### src/rtl/irq_router_pkg.sv
package irq_router_pkg;
  localparam int NUM_IRQ    = 26;
  localparam int NUM_CORES  = 2;
  localparam int PRIO_W     = 2;
  localparam int DATA_W     = 32;
  localparam int ADDR_W     = 4;
  localparam int PRIO_SLOTS = 8;   // mask words start after the priority words
  localparam int LANES      = DATA_W / 8;
  localparam int ID_W       = $clog2(NUM_IRQ);
endpackage

### src/rtl/irq_prio_regs.sv
module irq_prio_regs
  import irq_router_pkg::*;
#(
  parameter int N_IRQ   = NUM_IRQ,
  parameter int N_CORES = NUM_CORES
) (
  input  logic                      clk_i,
  input  logic                      rst_ni,
  input  logic                      wr_en_i,
  input  logic [ADDR_W-1:0]         wr_addr_i,
  input  logic [DATA_W-1:0]         wr_data_i,
  output logic [N_IRQ*PRIO_W-1:0]   levels_o,
  output logic [N_CORES*N_IRQ-1:0]  masks_o
);
  for (genvar n = 0; n < N_IRQ; n++) begin : g_lvl
    localparam int SLOT = n / LANES;
    localparam int MSB  = (n % LANES) * 8 + 8 - PRIO_W;  // level sits at top of lane
    always_ff @(posedge clk_i or negedge rst_ni) begin
      if (!rst_ni)
        levels_o[n*PRIO_W +: PRIO_W] <= '0;
      else if (wr_en_i && wr_addr_i == ADDR_W'(SLOT))
        levels_o[n*PRIO_W +: PRIO_W] <= wr_data_i[MSB +: PRIO_W];
    end
  end

  for (genvar c = 0; c < N_CORES; c++) begin : g_mask
    always_ff @(posedge clk_i or negedge rst_ni) begin
      if (!rst_ni)
        masks_o[c*N_IRQ +: N_IRQ] <= '0;
      else if (wr_en_i && wr_addr_i == ADDR_W'(PRIO_SLOTS + c))
        masks_o[c*N_IRQ +: N_IRQ] <= wr_data_i[N_IRQ-1:0];
    end
  end
endmodule

### src/rtl/irq_prio_resolver.sv
module irq_prio_resolver
  import irq_router_pkg::*;
#(
  parameter int N_IRQ = NUM_IRQ,
  localparam int IW   = $clog2(N_IRQ)
) (
  input  logic [N_IRQ-1:0]        pend_i,
  input  logic [N_IRQ*PRIO_W-1:0] levels_i,
  output logic                    found_o,
  output logic [IW-1:0]           id_o
);
  logic [PRIO_W-1:0] best_lvl;

  // Ascending scan with strict compare keeps the lowest index on a tie.
  always_comb begin
    found_o  = 1'b0;
    best_lvl = '1;
    id_o     = '0;
    for (int i = 0; i < N_IRQ; i++) begin
      if (pend_i[i] && (!found_o || levels_i[i*PRIO_W +: PRIO_W] < best_lvl)) begin
        found_o  = 1'b1;
        best_lvl = levels_i[i*PRIO_W +: PRIO_W];
        id_o     = IW'(i);
      end
    end
  end
endmodule

### src/rtl/irq_nmi_gen.sv
module irq_nmi_gen
  import irq_router_pkg::*;
#(
  parameter int N_IRQ   = NUM_IRQ,
  parameter int N_CORES = NUM_CORES
) (
  input  logic [N_IRQ-1:0]         irq_i,
  input  logic [N_CORES*N_IRQ-1:0] masks_i,
  output logic [N_CORES-1:0]       nmi_o
);
  for (genvar c = 0; c < N_CORES; c++) begin : g_core
    assign nmi_o[c] = |(irq_i & masks_i[c*N_IRQ +: N_IRQ]);
  end
endmodule

### src/rtl/irq_prio_nmi_router.sv
module irq_prio_nmi_router
  import irq_router_pkg::*;
#(
  parameter int N_IRQ   = NUM_IRQ,
  parameter int N_CORES = NUM_CORES,
  localparam int IW     = $clog2(N_IRQ)
) (
  input  logic               clk_i,
  input  logic               rst_ni,
  input  logic [N_IRQ-1:0]   irq_i,
  input  logic               wr_en_i,
  input  logic [ADDR_W-1:0]  wr_addr_i,
  input  logic [DATA_W-1:0]  wr_data_i,
  output logic               irq_valid_o,
  output logic [IW-1:0]      irq_id_o,
  output logic [N_CORES-1:0] nmi_o
);
  logic [N_IRQ*PRIO_W-1:0]  levels;
  logic [N_CORES*N_IRQ-1:0] masks;
  logic                     found;
  logic [IW-1:0]            win_id;

  irq_prio_regs #(.N_IRQ(N_IRQ), .N_CORES(N_CORES)) i_regs (
    .clk_i, .rst_ni, .wr_en_i, .wr_addr_i, .wr_data_i,
    .levels_o(levels), .masks_o(masks)
  );

  irq_prio_resolver #(.N_IRQ(N_IRQ)) i_resolver (
    .pend_i(irq_i), .levels_i(levels), .found_o(found), .id_o(win_id)
  );

  irq_nmi_gen #(.N_IRQ(N_IRQ), .N_CORES(N_CORES)) i_nmi (
    .irq_i, .masks_i(masks), .nmi_o
  );

  always_ff @(posedge clk_i or negedge rst_ni) begin
    if (!rst_ni) begin
      irq_valid_o <= 1'b0;
      irq_id_o    <= '0;
    end else begin
      irq_valid_o <= found;
      irq_id_o    <= found ? win_id : '0;
    end
  end
endmodule

### config.mk
export PLATFORM = sky130hd
export DESIGN_NAME = irq_prio_nmi_router
export DESIGN_NICKNAME = d
export VERILOG_FILES = /design/src/rtl/irq_router_pkg.sv /design/src/rtl/irq_prio_regs.sv /design/src/rtl/irq_prio_resolver.sv /design/src/rtl/irq_nmi_gen.sv /design/src/rtl/irq_prio_nmi_router.sv
export SDC_FILE = /design/constraint.sdc
export NUM_CORES = 1
export LEC_CHECK = 0
export BUFFER_PORTS_ARGS = -buffer_cell sky130_fd_sc_hd__buf_4
export CORE_ASPECT_RATIO = 1.4
export CORE_MARGIN = 2
export CORE_UTILIZATION = 45
export DETAILED_ROUTE_END_ITERATION = 6
export GPL_TIMING_DRIVEN = 0
export SLEW_MARGIN = 0
export SYNTH_ARGS = -nofsm -noshare
export SYNTH_HDL_FRONTEND = slang
export SYNTH_SLANG_ARGS = --single-unit
### constraint.sdc
create_clock -name clk_i -period 11.6 [get_ports clk_i]
set_input_delay 0.58 -clock clk_i [delete_from_list [all_inputs] [get_ports clk_i]]
set_output_delay 0.58 -clock clk_i [all_outputs]
set_load 0.03 [all_outputs]
* After elaboration in Yosys (flattened, before gate mapping)
Cells that the tools add are included.
Word-level totals: register bits 110, output and inout port bits 8, word-level logic and storage cells 229
Operators by class: order comparisons 25, equal/unequal tests 8, muxes and demuxes 77, bitwise logic cells 2, reduce and logical (&&, ||, !) cells 87
Operator list (count):
- $mux 5 | 11
- $mux 2 | 27
- $and 26x26->26 | 2
- $reduce_or 26->1 | 2
- $lt 2x2->1 | 25
- $logic_and 1x1->1 | 34
- $mux 4 | 8
- $mux 1 | 27
- $logic_not 1->1 | 25
- $logic_or 1x1->1 | 25
- $eq 4x3->1 const B | 3
- $mux 3 | 4
- $eq 4x2->1 const B | 2
- $eq 4x4->1 const B | 2
- $eq 4x1->1 const B | 1
- $logic_not 4->1 | 1

* Longest topological paths before layout
depth in word-level cells 102, gate-level depth with buffers 25, depth with buffers taken out 22

* Modules after synthesis
From an unflattened synthesis, not the netlist that was laid out.
Second synthesis, totals: cells, all modules 701, area total of the unflattened synthesis 7151.9 um^2
Modules (own cells, without submodules):
- irq_prio_regs | times used 1, cells each 230, area an instance 4111.4 um^2
- irq_prio_resolver | times used 1, cells each 426, area an instance 2568.7 um^2
- irq_nmi_gen | times used 1, cells each 34, area an instance 290.3 um^2
- irq_prio_nmi_router | times used 1, cells each 11, area an instance 181.4 um^2

* Worst setup path before layout
OpenSTA, ideal clock, no wires.
path kind input to register, start point input irq_i[1], end point register irq_id_o[1], library setup time 125 ps, arrival 5298 ps, data required time 11475 ps, setup slack 6178 ps, stages on the path 22, cell sequence buf_2 nand2b_1 nand3_4 or4_4 buf_6 nor4_4 o2111ai_2 or2_1 a21o_1 o21bai_1 a21o_1 or2_2 ha_1 o21ai_0 a21o_1 a21oi_1 a31oi_1 ha_1 or4_1 o32ai_1 a21oi_2 a21boi_2
On the way: word-level cells in the longest chain between the ends 99
RTL lines:
- start, declared | RTL line irq_prio_nmi_router.sv:10 | input logic [N_IRQ-1:0] irq_i,
- $logic_and 1x1->1 (*) | RTL line irq_prio_resolver.sv:20 | if (pend_i[i] && (!found_o || levels_i[i*PRIO_W +: PRIO_W] < best_lvl)) begin
- $mux 2 or $mux 1 (tied branches) | RTL line irq_prio_resolver.sv:20
- $lt 2x2->1 or $logic_not 1->1 (tied branches) | RTL line irq_prio_resolver.sv:20
- $logic_or 1x1->1 | RTL line irq_prio_resolver.sv:20
- $logic_and 1x1->1 | RTL line irq_prio_resolver.sv:20
- $mux 2 or $mux 1 (tied branches) | RTL line irq_prio_resolver.sv:20
- $lt 2x2->1 or $logic_not 1->1 (tied branches) | RTL line irq_prio_resolver.sv:20
- $logic_or 1x1->1 | RTL line irq_prio_resolver.sv:20
- [... 83 more ...]
- $logic_or 1x1->1 | RTL line irq_prio_resolver.sv:20
- $logic_and 1x1->1 | RTL line irq_prio_resolver.sv:20
- $mux 2 or $mux 1 (tied branches) | RTL line irq_prio_resolver.sv:20
- $lt 2x2->1 or $logic_not 1->1 (tied branches) | RTL line irq_prio_resolver.sv:20
- $logic_or 1x1->1 | RTL line irq_prio_resolver.sv:20
- $logic_and 1x1->1 | RTL line irq_prio_resolver.sv:20
- $mux 5 or $mux 1 (tied branches) | RTL line irq_prio_resolver.sv:20
- $mux 5 (*) | RTL line irq_prio_nmi_router.sv:42 | irq_id_o <= found ? win_id : '0;
- end signal, assigned | RTL line irq_prio_nmi_router.sv:42
- end, declared | RTL line irq_prio_nmi_router.sv:15 | output logic [IW-1:0] irq_id_o,
Every way passes the cells marked *; elsewhere a longest branch is shown, timed or not. A chain may end at the register's enable or synchronous reset.

* Final worst setup path
start point register i_regs.levels_o[3], end point register irq_id_o[1]
On the way: word-level cells in the longest chain between the ends 101
RTL lines:
- start, declared | RTL line irq_prio_regs.sv:12 | output logic [N_IRQ*PRIO_W-1:0] levels_o,
- start signal, assigned by index | RTL line irq_prio_regs.sv:22 | levels_o[n*PRIO_W +: PRIO_W] <= wr_data_i[MSB +: PRIO_W];
- $lt 2x2->1 | RTL line irq_prio_resolver.sv:20
- $logic_or 1x1->1 | RTL line irq_prio_resolver.sv:20
- $logic_and 1x1->1 | RTL line irq_prio_resolver.sv:20
- $mux 2 or $mux 1 (tied branches) | RTL line irq_prio_resolver.sv:20
- $lt 2x2->1 or $logic_not 1->1 (tied branches) | RTL line irq_prio_resolver.sv:20
- $logic_or 1x1->1 | RTL line irq_prio_resolver.sv:20
- $logic_and 1x1->1 | RTL line irq_prio_resolver.sv:20
- $mux 2 or $mux 1 (tied branches) | RTL line irq_prio_resolver.sv:20
- [... 85 more ...]
- $logic_or 1x1->1 | RTL line irq_prio_resolver.sv:20
- $logic_and 1x1->1 | RTL line irq_prio_resolver.sv:20
- $mux 2 or $mux 1 (tied branches) | RTL line irq_prio_resolver.sv:20
- $lt 2x2->1 or $logic_not 1->1 (tied branches) | RTL line irq_prio_resolver.sv:20
- $logic_or 1x1->1 | RTL line irq_prio_resolver.sv:20
- $logic_and 1x1->1 | RTL line irq_prio_resolver.sv:20
- $mux 5 or $mux 1 (tied branches) | RTL line irq_prio_resolver.sv:20
- $mux 5 (*) | RTL line irq_prio_nmi_router.sv:42
Marks and branches as above.

==> impl_results.md <==
- Vias in the first global route: 6250
- HP Class: in2async
- Number of fill cells: 1449
- Num CTS Buffers: 9
- Vias per Instance: 6.26
- Post-CTS Hold Buffers: 0
- Clock Pin Slew Worst Setup and Hold Paths: 0.08 ns
- CTS sink cnt: 110
- Setup TNS: 0 ns
- # IOs: 73
- Cells after Synth: 734
- Post-DR wirelength/cell: 21.5 um
- CTS tree: built
- Synth Register Bits: 110
- Post-synthesis mux area share: 0.156
- DIE HEIGHT: 153 um
- H-tree depth: 3
- CP Capture Type: flip-flop
- Port bufs: 55
- Layout cells sized above 1: 0.264
- Post-synth top flop: dfrtp_1
- Diode count: 0
- Post-Syn Nets: 801
- Post-layout util: 0.522
- Full die area: 16900 um2
- Pre-Repair DR Iteration Count: 7
- Initial Utilization: 0.458
- Post-synth EDFFs: 0
- CP Cell Sequence: nand2b_1 -> nand3_4 -> or4_4 -> buf_6 -> nor4_4 -> o2111ai_2 -> or2_1 -> a21o_1 -> o21bai_1 -> a21o_1 -> or2_2 -> ha_1 -> o21ai_0 -> a21o_1 -> a31oi_1 -> ha_1 -> or4_1 -> o32ai_1 -> a21oi_2 -> a21boi_2
- Relative slew slack: 0.445
- GP Congestion: 0.887
- Most frequent cells in the layout: dfrtp_1 (110), mux2_2 (98), nand2_1 (65)
- Fmax: 0.172 GHz
- Setup Fix Bufs, Post-CTS: 0
- Peak VDD IR: 0.0000899 V
- GRT Residual Overflow: 0
- Seq. cell area: 2750 um2
- Hold Slack: 0.0448 ns
- Ys Warns: 0
- CTS root buffer: clkbuf_16
- Cell Rows: 54
- Area share of fa/ha/maj cells after synthesis: 0.00774
- Final Skew: 0.0110 ns
- DR DRC count: 0
- Syn Area/Cell: 9.70 um2
- Multi-input logic area: 4100 um2
- Max Cap Violations: 0
- Simple-gate portion of the synthesized area: 0.186
- Antenna-violating nets left: 0
- Critical Path AT: 6.07 ns
- XOR/XNOR Fraction of Synth Area: 0
- Routed WL: 21.5 mm
- Vias: 6273
- Synth unique cells: 87
- Largest net degree at the start of global routing: 111
- Power Density: 158 nW/um2
- Initial antenna violation count: 0
- Area growth syn-to-layout: 13.9%
- Starting DRT DRC Count: 388
- Nets@finish: 868
- Setup violators final: 0
- CP Max Fanout: 9
- Mapped Area: 7120 um2
- Die W: 110 um
- Worst slew pin tran: 0.831 ns
- Final Total Pwr: 0.00128 W
- CTS max path bufs: 2
- Core Footprint: 15500 um2
- Startpoint Class: flip-flop
- Period utilization: 0.503
- Post_cts resized: 0
- Share of flip-flops with an asynchronous set or reset: 1.00
- GR Util All Layers: 0.262
- Max-slew violations: 0
- Sequential fraction of the synthesis area: 0.387
- CP peak stage delay: 0.57 ns
- Critical path's slowest cell: or4_4
- Fin crit period: 5.83 ns
- Outcome: completed
- Complex-gate fraction of the synthesized area: 0.227
- First-pass GRT wire length: 33.5 mm
- RSZ-0062 raised after global routing: false
- Worst-skew pair later-pin latency: 0.35 ns
- Largest family of logic cells by synthesized area: compound AO/OA/AOI/OAI gates
- Most frequent CP cell: a21o_1
- Setup CP Type: reg2reg
- Static Leakage: 3.51 nW
- Data required time of the worst path: 11.84 ns
- Commonest non-fill, non-tap cell in the layout: dfrtp_1
- Dpl hpwl: 16.4 mm
- Final number of hold-violating endpoints: 0
## critical path, delay by kind of cell (launching register included)
family / cells / cell delay (ns)
compound gates: 10 / 2.00
fa+ha+maj: 2 / 0.49
buf+inv: 1 / 0.16
flops: 1 / 0.46
simple gates: 7 / 2.60
## layout make-up
class	count	share of cell area
buffer	28	0.0168
clock buffer	9	0.0278
tap	196	0.0303
clock inverter	7	0.00926
timing repair buffer	56	0.0548
sequential	110	0.340
multi-input combinational	563	0.506
inverter	33	0.0153
## power breakdown
group	internal, W	leakage, nW	switching, W
Combinational	0.000191	2.02	0.000225
Clock	0.000154	0.145	0.000157
Sequential	0.000475	1.34	0.0000755
## synth_stat cells (10+ instances only)
library cell,number,area share
and3_1,10,0.0088
nor2b_1,11,0.0097
clkbuf_1,17,0.0090
inv_1,33,0.017
nand2_1,65,0.034
a21oi_1,28,0.020
a22oi_1,17,0.018
a21o_1,12,0.013
nand2b_1,23,0.020
nor2_1,42,0.022
mux2_2,98,0.16
dfrtp_1,110,0.39
nand3_1,17,0.012
o21ai_0,44,0.031
## flip-flops by register name (all words and copies together) (netlist names)
signal	cells
irq_valid_o	1
i_regs.levels_o	52
irq_id_o	5
i_regs.masks_o	52
## logic make-up after synthesis
logic type               after synthesis
AO/OA/AOI/OAI                        218
adder cells (fa/ha/maj)                5
buffers and inverters                 61
flip-flops                           110
multiplexers                          99
AND/OR/NAND/NOR                      241
## layer usage
| layer | wire (um) | GRT usage |
|---|---|---|
| met1 | 9010 | 0.334 |
| met2 | 10800 | 0.442 |
| met3 | 821 | 0.0287 |
| met4 | 879 | 0.114 |
| met5 | 0 | 0 |
## worst paths after layout
| path | end | startpoint | slack (ns) | cells past startpoint |
|---|---|---|---|---|
| worst max-delay path | irq_id_o[1]$_DFF_PN0_ | i_regs.levels_o[3]$_DFFE_PN0P_ | 5.77 | 20 |
| worst min-delay path | i_regs.levels_o[39]$_DFFE_PN0P_ | rst_ni | 0.04 | 1 |
| worst max register to register | irq_id_o[1]$_DFF_PN0_ | i_regs.levels_o[3]$_DFFE_PN0P_ | 5.77 | 20 |
| worst min register to register | i_regs.masks_o[43]$_DFFE_PN0P_ | i_regs.masks_o[43]$_DFFE_PN0P_ | 0.51 | 1 |
| max in group asynchronous | i_regs.levels_o[25]$_DFFE_PN0P_ | rst_ni | 10.84 | 2 |
| min in group clk_i | i_regs.masks_o[30]$_DFFE_PN0P_ | wr_data_i[4] | 0.47 | 2 |
## metrics by stage
step / std cells / worst slack, ns / instance area [um2]
floorplan: 734 / 6.18 / 7120
global placement: 985 / 5.60 / 7770
detailed placement: 985 / 5.56 / 7770
CTS: 1001 / 5.79 / 8080
global route: 1002 / 5.35 / 8110
finish: 1002 / 5.77 / 8110
No activity file was read; power rests on OpenSTA's default activity.
